<file path="src/rtl/rgbs_pkg.sv">
package rgbs_pkg;
  localparam int BYTE_W = 8;
  localparam int NUM_REGS = 8;
  localparam int REG_AW = $clog2(NUM_REGS);
  localparam int RES_W = 16;
  localparam int THR_BYTES = 4;

  localparam logic [REG_AW-1:0] REG_CMD0  = 3'd0;
  localparam logic [REG_AW-1:0] REG_CMD1  = 3'd1;
  localparam logic [REG_AW-1:0] REG_RES_L = 3'd2;
  localparam logic [REG_AW-1:0] REG_RES_H = 3'd3;
  localparam logic [REG_AW-1:0] REG_THR0  = 3'd4;

  typedef enum logic [2:0] {
    ST_IDLE, ST_RX, ST_ACK_PEND, ST_ACK_DRV, ST_TX, ST_TX_REL, ST_MACK, ST_TX_LOAD
  } eng_state_e;

  typedef enum logic [1:0] {RX_ADDR, RX_PTR, RX_DATA} rx_kind_e;

  typedef struct packed {
    logic [2:0] mode;
    logic [1:0] persist;
    logic [1:0] res_sel;
    logic       range;
  } cfg_t;
endpackage

</file>
<file path="src/rtl/rgbs_bus_cond.sv">
module rgbs_bus_cond (
  input  logic clk_i,
  input  logic rst_ni,
  input  logic scl_i,
  input  logic sda_i,
  output logic scl_rise_o,
  output logic scl_fall_o,
  output logic start_o,
  output logic stop_o
);
  logic scl_q, sda_q;

  always_ff @(posedge clk_i or negedge rst_ni) begin
    if (!rst_ni) begin
      scl_q <= 1'b1;
      sda_q <= 1'b1;
    end else begin
      scl_q <= scl_i;
      sda_q <= sda_i;
    end
  end

  assign scl_rise_o = scl_i & ~scl_q;
  assign scl_fall_o = ~scl_i & scl_q;
  // SDA moves while SCL held high
  assign start_o = scl_i & scl_q & sda_q & ~sda_i;
  assign stop_o  = scl_i & scl_q & ~sda_q & sda_i;
endmodule

</file>
<file path="src/rtl/rgbs_engine.sv">
module rgbs_engine
  import rgbs_pkg::*;
#(
  parameter logic [6:0] TGT_ADDR = 7'b1000110
) (
  input  logic              clk_i,
  input  logic              rst_ni,
  input  logic              sda_i,
  input  logic              scl_rise_i,
  input  logic              scl_fall_i,
  input  logic              start_i,
  input  logic              stop_i,
  input  logic [BYTE_W-1:0] rd_data_i,
  output logic [REG_AW-1:0] ptr_o,
  output logic [REG_AW-1:0] op_addr_o,
  output logic              wr_en_o,
  output logic [BYTE_W-1:0] wr_data_o,
  output logic              rd_done_o,
  output logic              sda_oe_o
);
  localparam int BIT_CW = $clog2(BYTE_W);
  localparam logic [BIT_CW-1:0] LAST_BIT = BIT_CW'(BYTE_W - 1);

  eng_state_e        state_q;
  rx_kind_e          kind_q;
  logic [BIT_CW-1:0] bit_cnt_q;
  logic [BYTE_W-1:0] shift_q, tx_q, wr_data_q, byte_w;
  logic [REG_AW-1:0] ptr_q, op_addr_q;
  logic              ack_ok_q, rw_q, wr_en_q, rd_done_q, oe_q;

  assign byte_w = {shift_q[BYTE_W-2:0], sda_i};

  always_ff @(posedge clk_i or negedge rst_ni) begin
    if (!rst_ni) begin
      state_q   <= ST_IDLE;
      kind_q    <= RX_ADDR;
      bit_cnt_q <= '0;
      shift_q   <= '0;
      tx_q      <= '0;
      wr_data_q <= '0;
      ptr_q     <= '0;
      op_addr_q <= '0;
      ack_ok_q  <= 1'b0;
      rw_q      <= 1'b0;
      wr_en_q   <= 1'b0;
      rd_done_q <= 1'b0;
      oe_q      <= 1'b0;
    end else begin
      wr_en_q   <= 1'b0;
      rd_done_q <= 1'b0;
      if (start_i) begin
        state_q   <= ST_RX;
        kind_q    <= RX_ADDR;
        bit_cnt_q <= '0;
        oe_q      <= 1'b0;
      end else if (stop_i) begin
        state_q <= ST_IDLE;
        oe_q    <= 1'b0;
      end else begin
        unique case (state_q)
          ST_RX: if (scl_rise_i) begin
            shift_q <= byte_w;
            if (bit_cnt_q == LAST_BIT) begin
              bit_cnt_q <= '0;
              state_q   <= ST_ACK_PEND;
              op_addr_q <= ptr_q;
              unique case (kind_q)
                RX_ADDR: begin
                  ack_ok_q <= (byte_w[BYTE_W-1:1] == TGT_ADDR);
                  rw_q     <= byte_w[0];
                end
                RX_PTR: begin
                  ack_ok_q <= 1'b1;
                  ptr_q    <= byte_w[REG_AW-1:0];
                end
                default: begin
                  ack_ok_q  <= 1'b1;
                  wr_en_q   <= 1'b1;
                  wr_data_q <= byte_w;
                  ptr_q     <= ptr_q + 1'b1;
                end
              endcase
            end else begin
              bit_cnt_q <= bit_cnt_q + 1'b1;
            end
          end
          ST_ACK_PEND: if (scl_fall_i) begin
            if (ack_ok_q) begin
              oe_q    <= 1'b1;
              state_q <= ST_ACK_DRV;
            end else begin
              state_q <= ST_IDLE;  // foreign address: deaf until next start
            end
          end
          ST_ACK_DRV: if (scl_fall_i) begin
            if (kind_q == RX_ADDR && rw_q) begin
              tx_q      <= rd_data_i;
              oe_q      <= ~rd_data_i[BYTE_W-1];
              bit_cnt_q <= '0;
              state_q   <= ST_TX;
            end else begin
              oe_q    <= 1'b0;
              state_q <= ST_RX;
              kind_q  <= (kind_q == RX_ADDR) ? RX_PTR : RX_DATA;
            end
          end
          ST_TX: begin
            if (scl_rise_i) begin
              if (bit_cnt_q == LAST_BIT) state_q <= ST_TX_REL;
              else bit_cnt_q <= bit_cnt_q + 1'b1;
            end else if (scl_fall_i) begin
              oe_q <= ~tx_q[BYTE_W-2];
              tx_q <= {tx_q[BYTE_W-2:0], 1'b0};
            end
          end
          ST_TX_REL: if (scl_fall_i) begin
            oe_q    <= 1'b0;
            state_q <= ST_MACK;
          end
          ST_MACK: if (scl_rise_i) begin
            rd_done_q <= 1'b1;
            op_addr_q <= ptr_q;
            ptr_q     <= ptr_q + 1'b1;
            state_q   <= sda_i ? ST_IDLE : ST_TX_LOAD;
          end
          ST_TX_LOAD: if (scl_fall_i) begin
            tx_q      <= rd_data_i;
            oe_q      <= ~rd_data_i[BYTE_W-1];
            bit_cnt_q <= '0;
            state_q   <= ST_TX;
          end
          default: state_q <= ST_IDLE;
        endcase
      end
    end
  end

  assign ptr_o     = ptr_q;
  assign op_addr_o = op_addr_q;
  assign wr_en_o   = wr_en_q;
  assign wr_data_o = wr_data_q;
  assign rd_done_o = rd_done_q;
  assign sda_oe_o  = oe_q;
endmodule

</file>
<file path="src/rtl/rgbs_regfile.sv">
module rgbs_regfile
  import rgbs_pkg::*;
(
  input  logic                      clk_i,
  input  logic                      rst_ni,
  input  logic                      wr_en_i,
  input  logic [REG_AW-1:0]         op_addr_i,
  input  logic [BYTE_W-1:0]         wr_data_i,
  input  logic                      rd_done_i,
  input  logic [REG_AW-1:0]         rd_addr_i,
  output logic [BYTE_W-1:0]         rd_data_o,
  input  logic [RES_W-1:0]          result_i,
  input  logic                      result_vld_i,
  input  logic                      event_i,
  output cfg_t                      cfg_o,
  output logic [THR_BYTES*BYTE_W-1:0] thr_o,
  output logic                      flag_o
);
  localparam int RES_BYTES = RES_W / BYTE_W;

  cfg_t                     cfg_q;
  logic                     flag_q;
  logic [RES_W-1:0]         res_flat;
  logic [THR_BYTES*BYTE_W-1:0] thr_flat;

  always_ff @(posedge clk_i or negedge rst_ni) begin
    if (!rst_ni) begin
      cfg_q <= '0;
    end else if (wr_en_i) begin
      if (op_addr_i == REG_CMD0) begin
        cfg_q.mode    <= wr_data_i[7:5];
        cfg_q.persist <= wr_data_i[1:0];
      end
      if (op_addr_i == REG_CMD1) begin
        cfg_q.res_sel <= wr_data_i[3:2];
        cfg_q.range   <= wr_data_i[0];
      end
    end
  end

  // set wins over a clear landing in the same cycle
  always_ff @(posedge clk_i or negedge rst_ni) begin
    if (!rst_ni) flag_q <= 1'b0;
    else if (event_i) flag_q <= 1'b1;
    else if (rd_done_i && op_addr_i == REG_CMD0) flag_q <= 1'b0;
  end

  for (genvar g = 0; g < RES_BYTES; g++) begin : g_res
    logic [BYTE_W-1:0] q;
    always_ff @(posedge clk_i or negedge rst_ni) begin
      if (!rst_ni) q <= '0;
      else if (result_vld_i) q <= result_i[g*BYTE_W +: BYTE_W];
    end
    assign res_flat[g*BYTE_W +: BYTE_W] = q;
  end

  for (genvar g = 0; g < THR_BYTES; g++) begin : g_thr
    localparam logic [BYTE_W-1:0] RST_VAL = (g >= THR_BYTES/2) ? '1 : '0;
    localparam logic [REG_AW-1:0] MY_ADDR = REG_THR0 + REG_AW'(g);
    logic [BYTE_W-1:0] q;
    always_ff @(posedge clk_i or negedge rst_ni) begin
      if (!rst_ni) q <= RST_VAL;
      else if (wr_en_i && op_addr_i == MY_ADDR) q <= wr_data_i;
    end
    assign thr_flat[g*BYTE_W +: BYTE_W] = q;
  end

  always_comb begin
    unique case (rd_addr_i)
      REG_CMD0:  rd_data_o = {cfg_q.mode, 2'b00, flag_q, cfg_q.persist};
      REG_CMD1:  rd_data_o = {4'b0000, cfg_q.res_sel, 1'b0, cfg_q.range};
      REG_RES_L: rd_data_o = res_flat[0 +: BYTE_W];
      REG_RES_H: rd_data_o = res_flat[BYTE_W +: BYTE_W];
      default:   rd_data_o = thr_flat[(rd_addr_i - REG_THR0)*BYTE_W +: BYTE_W];
    endcase
  end

  assign cfg_o  = cfg_q;
  assign thr_o  = thr_flat;
  assign flag_o = flag_q;
endmodule

</file>
<file path="src/rtl/rgbs_i2c_target.sv">
module rgbs_i2c_target
  import rgbs_pkg::*;
#(
  parameter logic [6:0] TGT_ADDR = 7'b1000110
) (
  input  logic             clk_i,
  input  logic             rst_ni,
  input  logic             scl_i,
  input  logic             sda_i,
  output logic             sda_oe_o,
  input  logic [RES_W-1:0] result_i,
  input  logic             result_vld_i,
  input  logic             event_i,
  output logic [2:0]       mode_o,
  output logic [1:0]       persist_o,
  output logic [1:0]       res_sel_o,
  output logic             range_o,
  output logic [15:0]      thresh_lo_o,
  output logic [15:0]      thresh_hi_o,
  output logic             int_n_o
);
  logic scl_rise_w, scl_fall_w, start_w, stop_w;
  logic wr_en_w, rd_done_w, flag_w;
  logic [REG_AW-1:0] ptr_w, op_addr_w;
  logic [BYTE_W-1:0] wr_data_w, rd_data_w;
  logic [THR_BYTES*BYTE_W-1:0] thr_w;
  cfg_t cfg_w;

  rgbs_bus_cond u_cond (
    .clk_i      (clk_i),
    .rst_ni     (rst_ni),
    .scl_i      (scl_i),
    .sda_i      (sda_i),
    .scl_rise_o (scl_rise_w),
    .scl_fall_o (scl_fall_w),
    .start_o    (start_w),
    .stop_o     (stop_w)
  );

  rgbs_engine #(.TGT_ADDR(TGT_ADDR)) u_eng (
    .clk_i      (clk_i),
    .rst_ni     (rst_ni),
    .sda_i      (sda_i),
    .scl_rise_i (scl_rise_w),
    .scl_fall_i (scl_fall_w),
    .start_i    (start_w),
    .stop_i     (stop_w),
    .rd_data_i  (rd_data_w),
    .ptr_o      (ptr_w),
    .op_addr_o  (op_addr_w),
    .wr_en_o    (wr_en_w),
    .wr_data_o  (wr_data_w),
    .rd_done_o  (rd_done_w),
    .sda_oe_o   (sda_oe_o)
  );

  rgbs_regfile u_regs (
    .clk_i        (clk_i),
    .rst_ni       (rst_ni),
    .wr_en_i      (wr_en_w),
    .op_addr_i    (op_addr_w),
    .wr_data_i    (wr_data_w),
    .rd_done_i    (rd_done_w),
    .rd_addr_i    (ptr_w),
    .rd_data_o    (rd_data_w),
    .result_i     (result_i),
    .result_vld_i (result_vld_i),
    .event_i      (event_i),
    .cfg_o        (cfg_w),
    .thr_o        (thr_w),
    .flag_o       (flag_w)
  );

  assign mode_o      = cfg_w.mode;
  assign persist_o   = cfg_w.persist;
  assign res_sel_o   = cfg_w.res_sel;
  assign range_o     = cfg_w.range;
  assign thresh_lo_o = thr_w[15:0];
  assign thresh_hi_o = thr_w[31:16];
  assign int_n_o     = ~flag_w;
endmodule

</file>
<file path="config.mk">
export PLATFORM = sky130hd
export DESIGN_NAME = rgbs_i2c_target
export DESIGN_NICKNAME = d
export VERILOG_FILES = /design/src/rtl/rgbs_pkg.sv /design/src/rtl/rgbs_bus_cond.sv /design/src/rtl/rgbs_engine.sv /design/src/rtl/rgbs_regfile.sv /design/src/rtl/rgbs_i2c_target.sv
export SDC_FILE = /design/constraint.sdc
export NUM_CORES = 1
export LEC_CHECK = 0
export ABC_AREA = 1
export BUFFER_PORTS_ARGS = -buffer_cell sky130_fd_sc_hd__clkbuf_2
export CAP_MARGIN = 10
export CELL_PAD_IN_SITES_DETAIL_PLACEMENT = 0
export CELL_PAD_IN_SITES_GLOBAL_PLACEMENT = 1
export CORE_MARGIN = 1
export CORE_UTILIZATION = 40
export CTS_BUF_LIST = sky130_fd_sc_hd__clkbuf_4 sky130_fd_sc_hd__clkbuf_8
export DETAILED_ROUTE_END_ITERATION = 10
export PLACE_DENSITY = 0.86
export SYNTH_ARGS = -nofsm -noshare
export SYNTH_HDL_FRONTEND = slang
export SYNTH_SLANG_ARGS = --single-unit
</file>
<file path="constraint.sdc">
create_clock -name clk_i -period 1.75 [get_ports clk_i]
set_clock_uncertainty 0.15 [all_clocks]
set_input_delay 0.0875 -clock clk_i [delete_from_list [all_inputs] [get_ports clk_i]]
set_output_delay 0.0875 -clock clk_i [all_outputs]
set_load 0.03 [all_outputs]
</file>
Word level (Yosys, flattened, before mapping)
Index checks and enable logic that the tools add are counted.
Widths: inputs -> output; s select.
- input bits: 22
- output and inout bits: 42
- register bits after elaboration: 100
- logic and storage cells: 195
- multiplexer cells: 71
- bitwise operators: 17
- equality and inequality tests: 47
- reductions and logical operators: 30
- shifts and indexed selects: 1
- add/sub/neg operators: 3
- operators with widths (kind ; count):
    $mux 3 ; 28
    $ne 4x4->1 const B ; 9
    $mux 7 ; 5
    $shiftx 32x33->8 ; 1
    $pmux 8 s4 ; 1
    $eq 3x3->1 const B ; 9
    $reduce_and 8->1 ; 3
    $mux 1 ; 23
    $pmux 3 s7 ; 1
    $pmux 7 s3 ; 1
    $ne 2x2->1 const B ; 9
    $pmux 3 s2 ; 3
    $reduce_and 6->1 ; 3
    $ne 3x3->1 const B ; 5
    $mux 2 ; 7
    $eq 3x2->1 const B ; 4
    $ne 4x3->1 const B ; 3
    $pmux 3 s4 ; 1
    $not 1->1 ; 10
    $eq 3x1->1 const B ; 3
    $reduce_and 9->1 ; 1
    $reduce_and 4->1 ; 2
    $reduce_bool 2->1 ; 4
    $and 1x1->1 ; 7
    other kinds (17) ; 26

Logic depth before layout (Yosys ltp)
Gate-level depths: netlist of run 1.
- word-level depth: 9
- depth in mapped cells: 13
- gate-level depth less buffers: 11

Cells and area by module
From an unflattened synthesis of run 1, not the netlist that was laid out.
- cell total of the unflattened synthesis: 683
- area, all modules: 5403.9 um^2
- modules (own cells, without submodules) (module ; seq. area each (um^2) ; area each (um^2) ; instances ; cells each):
    rgbs_regfile ; 1446.4 ; 2992.9 ; 1 ; 368
    rgbs_engine ; 1026.0 ; 2313.5 ; 1 ; 301
    rgbs_bus_cond ; 52.6 ; 93.8 ; 1 ; 13
    rgbs_i2c_target ; 0.0 ; 3.8 ; 1 ; 1

Worst setup path after synthesis of run 1
OpenSTA, ideal clock, no wires.
- kind: reg2reg
- from: register u_eng.ptr_q[0], in the netlist u_eng.ptr_o[0]
- to: register u_eng.tx_q[1]
- setup time: 65 ps
- cell stages (with the launch flop): 14
- arrival time: 1714 ps
- required time: 1535 ps
- clock period less this slack: 1929 ps
- path slack: -179 ps
- path through: dfrtp_1 buf_2 inv_1 clkbuf_1 ha_1 nand2_2 nand2_1 nor2_2 inv_2 nor2_2 nand2_1 nand3_1 nand2_1 nand2_1
- cells in the longest elaborated chain, start to end: 6
- ends and longest elaborated chain (what ; line ; source):
    start, declared ; rgbs_engine.sv:28 ; logic [REG_AW-1:0] ptr_q, op_addr_q;
    start signal, assigned ; rgbs_engine.sv:74 ; ptr_q <= byte_w[REG_AW-1:0];
    start signal, assigned ; rgbs_engine.sv:80 ; ptr_q <= ptr_q + 1'b1;
    start signal, assigned ; rgbs_engine.sv:123 ; ptr_q <= ptr_q + 1'b1;
    $sub 3x3->4 ; rgbs_regfile.sv:74 ; default: rd_data_o = thr_flat[(rd_addr_i - REG_THR0)*BYTE_W +: BYTE_W];
    $shiftx 32x33->8 ; rgbs_regfile.sv:74 ;
    $pmux 8 s4 * ; rgbs_regfile.sv:69 ; unique case (rd_addr_i)
    $mux 7 ; rgbs_engine.sv:96 ; if (kind_q == RX_ADDR && rw_q) begin
    $mux 7 ; rgbs_engine.sv:95 ; ST_ACK_DRV: if (scl_fall_i) begin
    $pmux 7 s3 * ; rgbs_engine.sv:60 ; unique case (state_q)
    end signal, assigned ; rgbs_engine.sv:97 ; tx_q <= rd_data_i;
    end signal, assigned ; rgbs_engine.sv:113 ; tx_q <= {tx_q[BYTE_W-2:0], 1'b0};
    end signal, assigned ; rgbs_engine.sv:127 ; tx_q <= rd_data_i;
    end, declared ; rgbs_engine.sv:27 ; logic [BYTE_W-1:0] shift_q, tx_q, wr_data_q, byte_w;
Mark *: on every way between the ends. The rest lies on a longest branch, timed or not. The select of a mux whose other input is x is not followed.
A chain may end at the register's enable or synchronous reset.

Worst setup path in the final report of run 1
- from: register u_eng.ptr_q[0], in the netlist u_eng.ptr_o[0]
- to: register u_eng.tx_q[6]
The elaborated chain is that of the path after synthesis.

==> results of run 1 <==
==> per-layer routing <==
metal / vias to the layer above / global-route usage (%) / share of wire [%]
met5: - / 0 / 0
met4: 0 / 5.78 / 1.5
met3: 15 / 3.29 / 3.6
met2: 112 / 34.4 / 49
met1: 2101 / 29.6 / 46
li1: 2271 / - / -
==> cells by family after synthesis <==
kind of cell | count (synthesis) | share of synthesized area (%)
buffers and inverters | 80 | 6.77
adders and majority gates | 7 | 1.79
muxes | 1 | 0.230
AOI/OAI and AO/OA | 130 | 13.7
DFF | 100 | 51.5
and+or+nand+nor | 311 | 26.0
==> worst paths after layout <==
| kind | from | endpoint | slack, ps | cells after the start |
|---|---|---|---|---|
| worst max-delay path | u_eng.ptr_o[0] | u_eng.tx_q[6] | 20 | 11 |
| worst min-delay path | rst_ni | u_regs.g_thr[0].q[3] | 30 | 2 |
| worst max register to register | u_eng.ptr_o[0] | u_eng.tx_q[6] | 20 | 11 |
| worst min register to register | u_eng.tx_q[3] | u_eng.tx_q[3] | 350 | 2 |
| max in group asynchronous | rst_ni | u_eng.state_q[2] | 820 | 3 |
| min in group clk_i | result_vld_i | u_regs.g_res[1].q[4] | 110 | 3 |
==> report_power, final <==
part | internal, mW | switching, mW | leakage (nW)
Clock | 0.557 | 0.924 | 0.0991
Sequential | 2.45 | 0.0946 | 1.22
Combinational | 0.451 | 0.609 | 1.89
==> flip-flops by register name, indices dropped and copies added (netlist names) <==
| signal | cells |
|---|---|
| u_cond.scl_q | 1 |
| u_cond.sda_q | 1 |
| u_eng.ack_ok_q | 1 |
| u_eng.bit_cnt_q | 3 |
| u_eng.kind_q | 2 |
| u_eng.op_addr_o | 3 |
| u_eng.ptr_o | 3 |
| u_eng.rd_done_o | 1 |
| u_eng.rw_q | 1 |
| u_eng.sda_oe_o | 1 |
| u_eng.shift_q | 7 |
| u_eng.state_q | 3 |
| u_eng.tx_q | 7 |
| u_eng.wr_data_o | 8 |
| u_eng.wr_en_o | 1 |
| u_regs.cfg_o | 8 |
| u_regs.flag_o | 1 |
| u_regs.g_res.q | 16 |
| u_regs.g_thr.q | 32 |
==> layout make-up <==
cell class              instances  area, um^2
repair buffers                129         932
clock inverters                 7        71.3
clock buffers                   9         124
fillers                      1129        5660
multi-input cells             450        2220
inverters                      61         236
flip-flops and latches        100        2530
well taps                     147         184
==> cells in the mapped netlist (all sizes together) (2+ instances only) <==
| library cell | number | area share, % |
|---|---|---|
| inv | 60 | 4.6 |
| a21oi | 12 | 1.2 |
| nand3 | 34 | 3.8 |
| o21ai | 107 | 11 |
| nand4 | 2 | 0.26 |
| nand2 | 204 | 16 |
| nor3 | 3 | 0.31 |
| dfstp | 18 | 9.7 |
| clkbuf | 10 | 0.77 |
| nor2 | 66 | 5.5 |
| dfrtp | 82 | 42 |
| ha | 7 | 1.8 |
| o22ai | 7 | 0.89 |
| buf | 9 | 1.2 |
==> worst max-delay path: cells and delay by family (launching register included) <==
family        cells  cell delay [ps]
simple gates      7              600
flops             1              470
fa+ha+maj         2              340
buf+inv           2              130
==> what timing repair did <==
item / 4_1_cts / 5_1_grt
setup endpoints to repair: 8 / 34
hold buffers: 20 / 0
hold endpoints to repair: 112 / 0
pin swaps: 2 / 13
setup buffers: 1 / 6
cloned: 0 / 1
gates resized for setup: 4 / 59
==> stage by stage <==
| stage | total power, mW | std cells | hold slack, ps | instance area [um^2] | utilization (%) |
|---|---|---|---|---|---|
| detailed placement | 3.49 | 860 | -89.3 | 5680 | 47.5 |
| finish | 5.09 | 903 | 32.6 | 6300 | 52.7 |
| CTS | 5.01 | 897 | 46.7 | 6090 | 50.9 |
| global route | 5.38 | 903 | 72.4 | 6300 | 52.7 |
| floorplan | 3.11 | 629 | -358 | 4940 | - |
| global placement | 3.46 | 860 | -89.7 | 5680 | 47.5 |
==> out/results.tsv, run 1 <==
metric	value	unit
syn_inst	629	
gr-total-overflow	0	
cts_buffers	9	
synth_ff_type	dfrtp_1	
dr_total_vias	4499	
start_util	41.0	%
io_buffer_count	63	
cts-htree-levels	3	
cp-end-kind	register	
drive_gt1_share	27.6	%
fin_crit	1730	ps
pin_count	64	
fin_ws	16.8	ps
p_leak	3.21	nW
clk_pin_slew_worst_paths	100	ps
crit_top_cell	nand2_1	
dpl.hpwl	9.42	mm
synth_nets	658	
wire_per_inst	14.5	um
timing.slew.headroom	66.7	%
worst_setup_path_start_kind	register	
drc	0	
hold_viol	0	
fp.dieW	113	um
mostFrequentLayoutCells	nand2_1, o21ai_0, dfrtp_1	
grt_pass1_vias	4215	
ir_worst_vdd	0.000328	V
cpMaxStageDelayCell	dfrtp_2	
hold_path_class	in2async	
synthDistinctLibCells	31	
clockRootBuffer	clkbuf_8	
diodes	0	
syn_area	4900	um^2
grt_start_max_net_pins	42	
pre_cts_ws	-26.7	ps
antenna_found_initial	0	
critPathKind	reg2reg	
status	finished, final reports clean	
cts.sinks	100	
crit_arrival	1910	ps
postSynth.asyncResetShare	100	%
synth-warning-count	0	
report.final.slew_viol_count	0	
drv_cap	0	
grt_pass1_wl	21.1	mm
wl	13.1	mm
crit_chain	ha_4, ha_4, inv_2, nand2_2, nor2_4, inv_2, nor2_4, nand2_1, nand3_1, nand2_1, nand2_1	
antenna_left	0	
ys_seq_area_share	51.5	%
clk_latency	380	ps
setup_viol	0	
final_net_count	780	
p_per_area	807	nW/um^2
avgViaCountPerCell	4.98	
first_pass_iters	5	
num_rows	40	
layout_commonest_cell	nand2_1	
die_h	113	um
synth-edff-count	0	
syn_area_per_cell	7.79	um^2
rsz0062_at_grt	yes	
gp_congestion	0.907	
grtUsageTotal	21.2	%
cts_tree	done	
cpPeakStageDelay	470	ps
die-area	12700	um^2
required	1920	ps
max_freq	577	MHz
final.setup.tns	0	ps
drt_iter0_markers	436	
coreArea	12000	um^2
finalCritPeriodShare	99.0	%
worstMarginPinSlew	500	ps
crit_path_max_fanout	5	
syn2layout_area_growth	28.6	%
yosys_register_bits	100	
clock_path_buffers	2	
Power figures use the tool's default switching activity.
==> inputs of run 2 (changes only) <==
--- a/config.mk
+++ b/config.mk
@@ -10,7 +10,7 @@
 export CAP_MARGIN = 10
 export CELL_PAD_IN_SITES_DETAIL_PLACEMENT = 0
 export CELL_PAD_IN_SITES_GLOBAL_PLACEMENT = 1
-export CORE_MARGIN = 1
+export CORE_MARGIN = 2
 export CORE_UTILIZATION = 40
 export CTS_BUF_LIST = sky130_fd_sc_hd__clkbuf_4 sky130_fd_sc_hd__clkbuf_8
 export DETAILED_ROUTE_END_ITERATION = 10
==> out/results.tsv, run 2 (synthesis gave the netlist of run 1 again) <==
metric	value	unit
status	finished, final reports clean	
required	1880	ps
p_leak	3.20	nW
grt_start_max_net_pins	43	
clockRootBuffer	clkbuf_8	
r2r_start	u_eng.ptr_o[1]	
clk_latency	380	ps
dpl.hpwl	9.38	mm
stdcell_area	6270	um^2
clock_path_buffers	2	
drt_iter0_markers	387	
cts-htree-levels	3	
num_rows	40	
antenna_left	0	
timing.slew.headroom	65.3	%
p_per_area	821	nW/um^2
dr_total_vias	4537	
fin_ws	43.8	ps
rr_worst_depth	9	
diodes	0	
start_util	41.0	%
wire_per_inst	14.5	um
drive_gt1_share	26.3	%
coreArea	12000	um^2
clk_pin_slew_worst_paths	110	ps
place_area	5650	um^2
io_buffer_count	63	
final_net_count	776	
rrSetupSlack	40	ps
max_freq	586	MHz
first_pass_iters	5	
finalCritPeriodShare	97.5	%
r2r-end	u_eng.tx_q[6]	
rsz0062_at_grt	yes	
cts.sinks	100	
final.setup.tns	0	ps
fp.dieW	115	um
hold_viol	0	
syn2layout_area_growth	28.0	%
drc	0	
cts_tree	done	
worst_setup_path_start_kind	register	
largest-register	u_regs.g_thr.q	
critPathKind	reg2reg	
stdcell_count	899	
layout_commonest_cell	nand2_1	
die_h	115	um
hold_path_class	in2async	
grt_pass1_wl	21.5	mm
avgViaCountPerCell	5.05	
die-area	13200	um^2
antenna_found_initial	0	
gp_congestion	0.871	
fillerInstances	1141	
fin_crit	1710	ps
grtUsageTotal	20.8	%
post-layout-total-power	5.15	mW
dp_cells	857	
setup_viol	0	
crit_path_max_fanout	7	
gr-total-overflow	0	
ir_worst_vdd	0.000349	V
worstMarginPinSlew	519	ps
drv_cap	0	
pin_count	64	
cts_buffers	9	
mostFrequentLayoutCells	nand2_1, o21ai_0, dfrtp_1	
grt_pass1_vias	4338	
cp-end-kind	register	
crit_arrival	1830	ps
largest_register_ffs	32	
reg_top3	u_regs.g_thr.q: 32 flops, u_regs.g_res.q: 16 flops	
wl	13.0	mm
pre_cts_ws	-38.7	ps
report.final.slew_viol_count	0	
==> run 2: changes by cell type in the layout (fill, tap and decap cells not counted), moves of 2 or more <==
cell     before  now
a21oi_1      10   12
buf_6         1    3
nand2_2      16   13
buf_4        40   37
o21ai_0      94   98
buf_8         2    0
o21ai_1      13    9
nor2_1       49   55
nor2_2       14    7
nand2_4       2    5
a21oi_2       2    0
==> run 2: repair_timing <==
action | 4_1_cts | 5_1_grt
endpoints found under the setup margin | 8 | 32
gates resized for setup | 10 | 43
hold buffers | 20 | 0
setup buffers | 2 | 5
pin swaps | 2 | 15
endpoints found under the hold margin | 113 | 0
==> run 2: per-layer routing <==
| layer | wire, um | share of wire, % | GRT usage, % |
|---|---|---|---|
| met5 | 0 | 0 | 0 |
| met2 | 6230 | 48 | 33.5 |
| met1 | 5980 | 46 | 28.4 |
| met4 | 296 | 2.3 | 8.94 |
| met3 | 510 | 3.9 | 2.44 |
==> run 2: power breakdown <==
| group | leakage (nW) | total (mW) | switching, mW | internal, mW |
|---|---|---|---|---|
| Combinational | 1.88 | 1.02 | 0.585 | 0.434 |
| Sequential | 1.22 | 2.55 | 0.0969 | 2.45 |
| Clock | 0.110 | 1.58 | 0.857 | 0.727 |
==> run 2: area by class of cell <==
| class | instances | area [um^2] | share of cell area [%] |
|---|---|---|---|
| Sequential cell | 100 | 2530 | 40.4 |
| Multi-Input combinational cell | 449 | 2200 | 35.0 |
| Timing Repair Buffer | 126 | 902 | 14.4 |
| Inverter | 61 | 239 | 3.81 |
| Tap cell | 147 | 184 | 2.93 |
| Clock buffer | 10 | 138 | 2.19 |
| Clock inverter | 6 | 81.3 | 1.30 |
==> run 2: how the worst max path moves through the flow <==
stage	startpoint	slack, ps	endpoint	depth (start not counted)
floorplan	u_eng.ptr_o[0]	3	u_eng.tx_q[1]	13
global placement	u_eng.ptr_o[1]	10	u_eng.tx_q[5]	9
detailed placement	u_eng.state_q[2]	-40	u_eng.tx_q[3]	9
CTS	u_eng.ptr_o[0]	4	u_eng.tx_q[0]	10
global route	u_eng.ptr_o[1]	-70	u_eng.tx_q[1]	11
finish	u_eng.ptr_o[1]	40	u_eng.tx_q[6]	9
==> run 2: through the flow <==
step / utilization [%] / hold WS [ps]
global route: 52.4 / 71.4
global placement: 47.2 / -93.1
floorplan: - / -358
finish: 52.4 / 32.7
CTS: 51.1 / 44.2
detailed placement: 47.2 / -80.9
==> run 2: worst max-delay path, cell delays in order (launching register included) <==
cell and delay, ps:
dfrtp_2 460, ha_4 180, ha_4 160, inv_4 60
buf_6 120, o22ai_1 90, a21oi_1 180, nand3_1 110
nand2_1 70, nand2_1 40
==> inputs of run 3 (changes only) <==
--- a/config.mk
+++ b/config.mk
@@ -11,10 +11,12 @@
 export CELL_PAD_IN_SITES_DETAIL_PLACEMENT = 0
 export CELL_PAD_IN_SITES_GLOBAL_PLACEMENT = 1
 export CORE_MARGIN = 2
-export CORE_UTILIZATION = 40
+export CORE_UTILIZATION = 41
 export CTS_BUF_LIST = sky130_fd_sc_hd__clkbuf_4 sky130_fd_sc_hd__clkbuf_8
 export DETAILED_ROUTE_END_ITERATION = 10
-export PLACE_DENSITY = 0.86
+export PLACE_DENSITY = 0.87
+export RECOVER_POWER = 100
 export SYNTH_ARGS = -nofsm -noshare
 export SYNTH_HDL_FRONTEND = slang
+export SYNTH_HIERARCHICAL = 1
 export SYNTH_SLANG_ARGS = --single-unit
==> out/results.tsv, run 3 <==
metric	value	unit
clk_latency	390	ps
report.final.slew_viol_count	0	
required	1870	ps
syn_area	5400	um^2
crit_arrival	1850	ps
synth_ff_type	dfrtp_1	
start_util	42.5	%
cp-end-kind	register	
syn_area_per_cell	7.91	um^2
cts_buffers	9	
fin_crit	1730	ps
cpPeakStageDelay	550	ps
grt_pass1_vias	4532	
finalCritPeriodShare	98.7	%
fp.dieW	119	um
diodes	0	
hold_path_class	in2reg	
cts-htree-levels	3	
crit_chain	nand2_1, nor2_2, inv_2, nand2_2, inv_2, nand4_1, inv_1, o21ai_0, nand2_1	
wl	13.8	mm
io_buffer_count	63	
p_leak	3.07	nW
synth_nets	708	
rsz0062_at_grt	yes	
die_h	119	um
worst_setup_path_start_kind	register	
synthTopCellsByCount	nand2_1, dfrtp_1, inv_1	
worstMarginPinSlew	730	ps
yosysTopAreaCellShare	38.0	%
avgViaCountPerCell	4.93	
largest_register_ffs	32	
first_pass_iters	5	
pre_cts_ws	-58.3	ps
yosysTopAreaCell	dfrtp_1	
fin_ws	23.1	ps
max_freq	579	MHz
num_rows	41	
antenna_found_initial	0	
grtUsageTotal	20.1	%
pin_count	64	
drc	0	
crit_path_max_fanout	6	
gp_congestion	0.932	
clockRootBuffer	clkbuf_8	
grt_pass1_wl	22.6	mm
yosys_register_bits	100	
die-area	14100	um^2
mostFrequentLayoutCells	nand2_1, dfrtp_1, inv_1	
holdWs	34.1	ps
timing.slew.headroom	51.4	%
reg_top3	u_regs/g_thr.q: 32 flops, u_regs/g_res.q: 16 flops	
antenna_left	0	
p_per_area	1010	nW/um^2
cts_tree	done	
post-layout-total-power	6.45	mW
grt_start_max_net_pins	43	
drt_iter0_markers	391	
syn2layout_area_growth	17.8	%
clock_path_buffers	2	
synth-warning-count	6	
ir_worst_vdd	0.000468	V
dr_total_vias	4713	
gr-total-overflow	0	
layout_commonest_cell	nand2_1	
syn_inst	683	
cpMaxStageDelayCell	dfstp_2	
dpl.hpwl	9.94	mm
wire_per_inst	14.4	um
largest-register	u_regs/g_thr.q	
ys_seq_area_share	46.7	%
fillerInstances	1298	
setup_viol	0	
drive_gt1_share	19.6	%
postSynth.asyncResetShare	100	%
synth-edff-count	0	
coreArea	12700	um^2
hold_viol	0	
drv_cap	0	
status	finished, final reports clean	
yosys-top-cells-area	dfrtp_1, nand2_1, dfstp_2	
cts.sinks	100	
yosysMostFrequentCell	nand2_1	
clk_pin_slew_worst_paths	100	ps
final_net_count	804	
synthDistinctLibCells	32	
critPathKind	reg2reg	
run 3: changes by cell type after synthesis, sizes merged, moves of 4 or more:
cell / delta
o22ai: -7
inv: +5
nand2: +89
clkbuf: -10
buf: +19
a21oi: -8
nor2: -23
o21ai: -31
mux2: +14
ha: -4
nand4: +10
run 3: through the flow:
step / instance area [um^2] / util (%) / setup TNS (ps) / cells
after floorplan: 5400 / - / 0 / 683
after CTS: 6450 / 50.7 / 0 / 954
after global placement: 5990 / 47.1 / 0 / 918
after global routing: 6360 / 50.0 / -1080 / 956
final: 6360 / 50.0 / 0 / 956
after detailed placement: 5990 / 47.1 / -383 / 918
run 3: path summary, 6_finish.rpt:
check                      slack, ps  cells past startpoint     startpoint              endpoint
max                               20                      9   u_cond/scl_q        u_eng/sda_oe_o
min                               30                      3   result_vld_i  u_regs/g_res[1].q[4]
max in group asynchronous        210                      3         rst_ni  u_regs/g_thr[2].q[1]
min reg2reg                      340                      2  u_eng/tx_q[1]         u_eng/tx_q[1]
min in group asynchronous        130                      2         rst_ni  u_regs/g_res[0].q[4]
max reg2reg                       20                      9   u_cond/scl_q        u_eng/sda_oe_o
run 3: layer usage:
metal  part of all wire (%)  wire length (um)  vias to the layer above  track usage, %
li1                       -                 -                     2339               -
met1                     47              6450                     2230            28.1
met2                     46              6410                      123            31.2
met3                    4.7               651                       21            3.23
met4                    2.1               286                        0            7.96
met5                      0                 0                        -               0
run 3: worst max-delay path: cells and delay by family (launching register included):
kind | cells | cell delay (ps)
simple gates | 5 | 540
compound gates | 1 | 160
buf+inv | 3 | 220
flops | 1 | 550
run 3: kinds of logic (layout without fill, tap and decap cells):
| logic type | count (synthesis) | in the layout | synth area share [%] |
|---|---|---|---|
| AND/OR/NAND/NOR | 387 | 387 | 30.7 |
| multiplexers | 15 | 15 | 3.13 |
| adder cells (fa/ha/maj) | 3 | 3 | 0.695 |
| flip-flops | 100 | 100 | 46.7 |
| AO/OA/AOI/OAI | 84 | 84 | 9.89 |
| XOR/XNOR | 1 | 1 | 0.162 |
| buffers and inverters | 93 | 194 | 8.66 |
run 3: report_power, final:
part,switching (mW),internal (mW),leakage (nW)
Clock,0.806,1.00,0.125
Sequential,0.102,2.42,1.28
Combinational,1.27,0.846,1.67
Total,2.18,4.27,3.07
run 3: final cells by class:
type / count / area, um^2 / area share [%]
multi-input cells: 490 / 2380 / 37.4
repair buffers: 113 / 742 / 11.7
clock buffers: 12 / 146 / 2.30
inverters: 65 / 255 / 4.01
flip-flops and latches: 100 / 2530 / 39.7
clock inverters: 4 / 98.8 / 1.55
well taps: 172 / 215 / 3.38
run 3: repair_timing:
| action | CTS | global route |
|---|---|---|
| cloned | 0 | 0 |
| endpoints found under the hold margin | 102 | 0 |
| pin swaps | 0 | 6 |
| setup buffers | 0 | 2 |
| setup endpoints to repair | 14 | 29 |
| gates resized for setup | 3 | 23 |
| hold buffers | 20 | 0 |
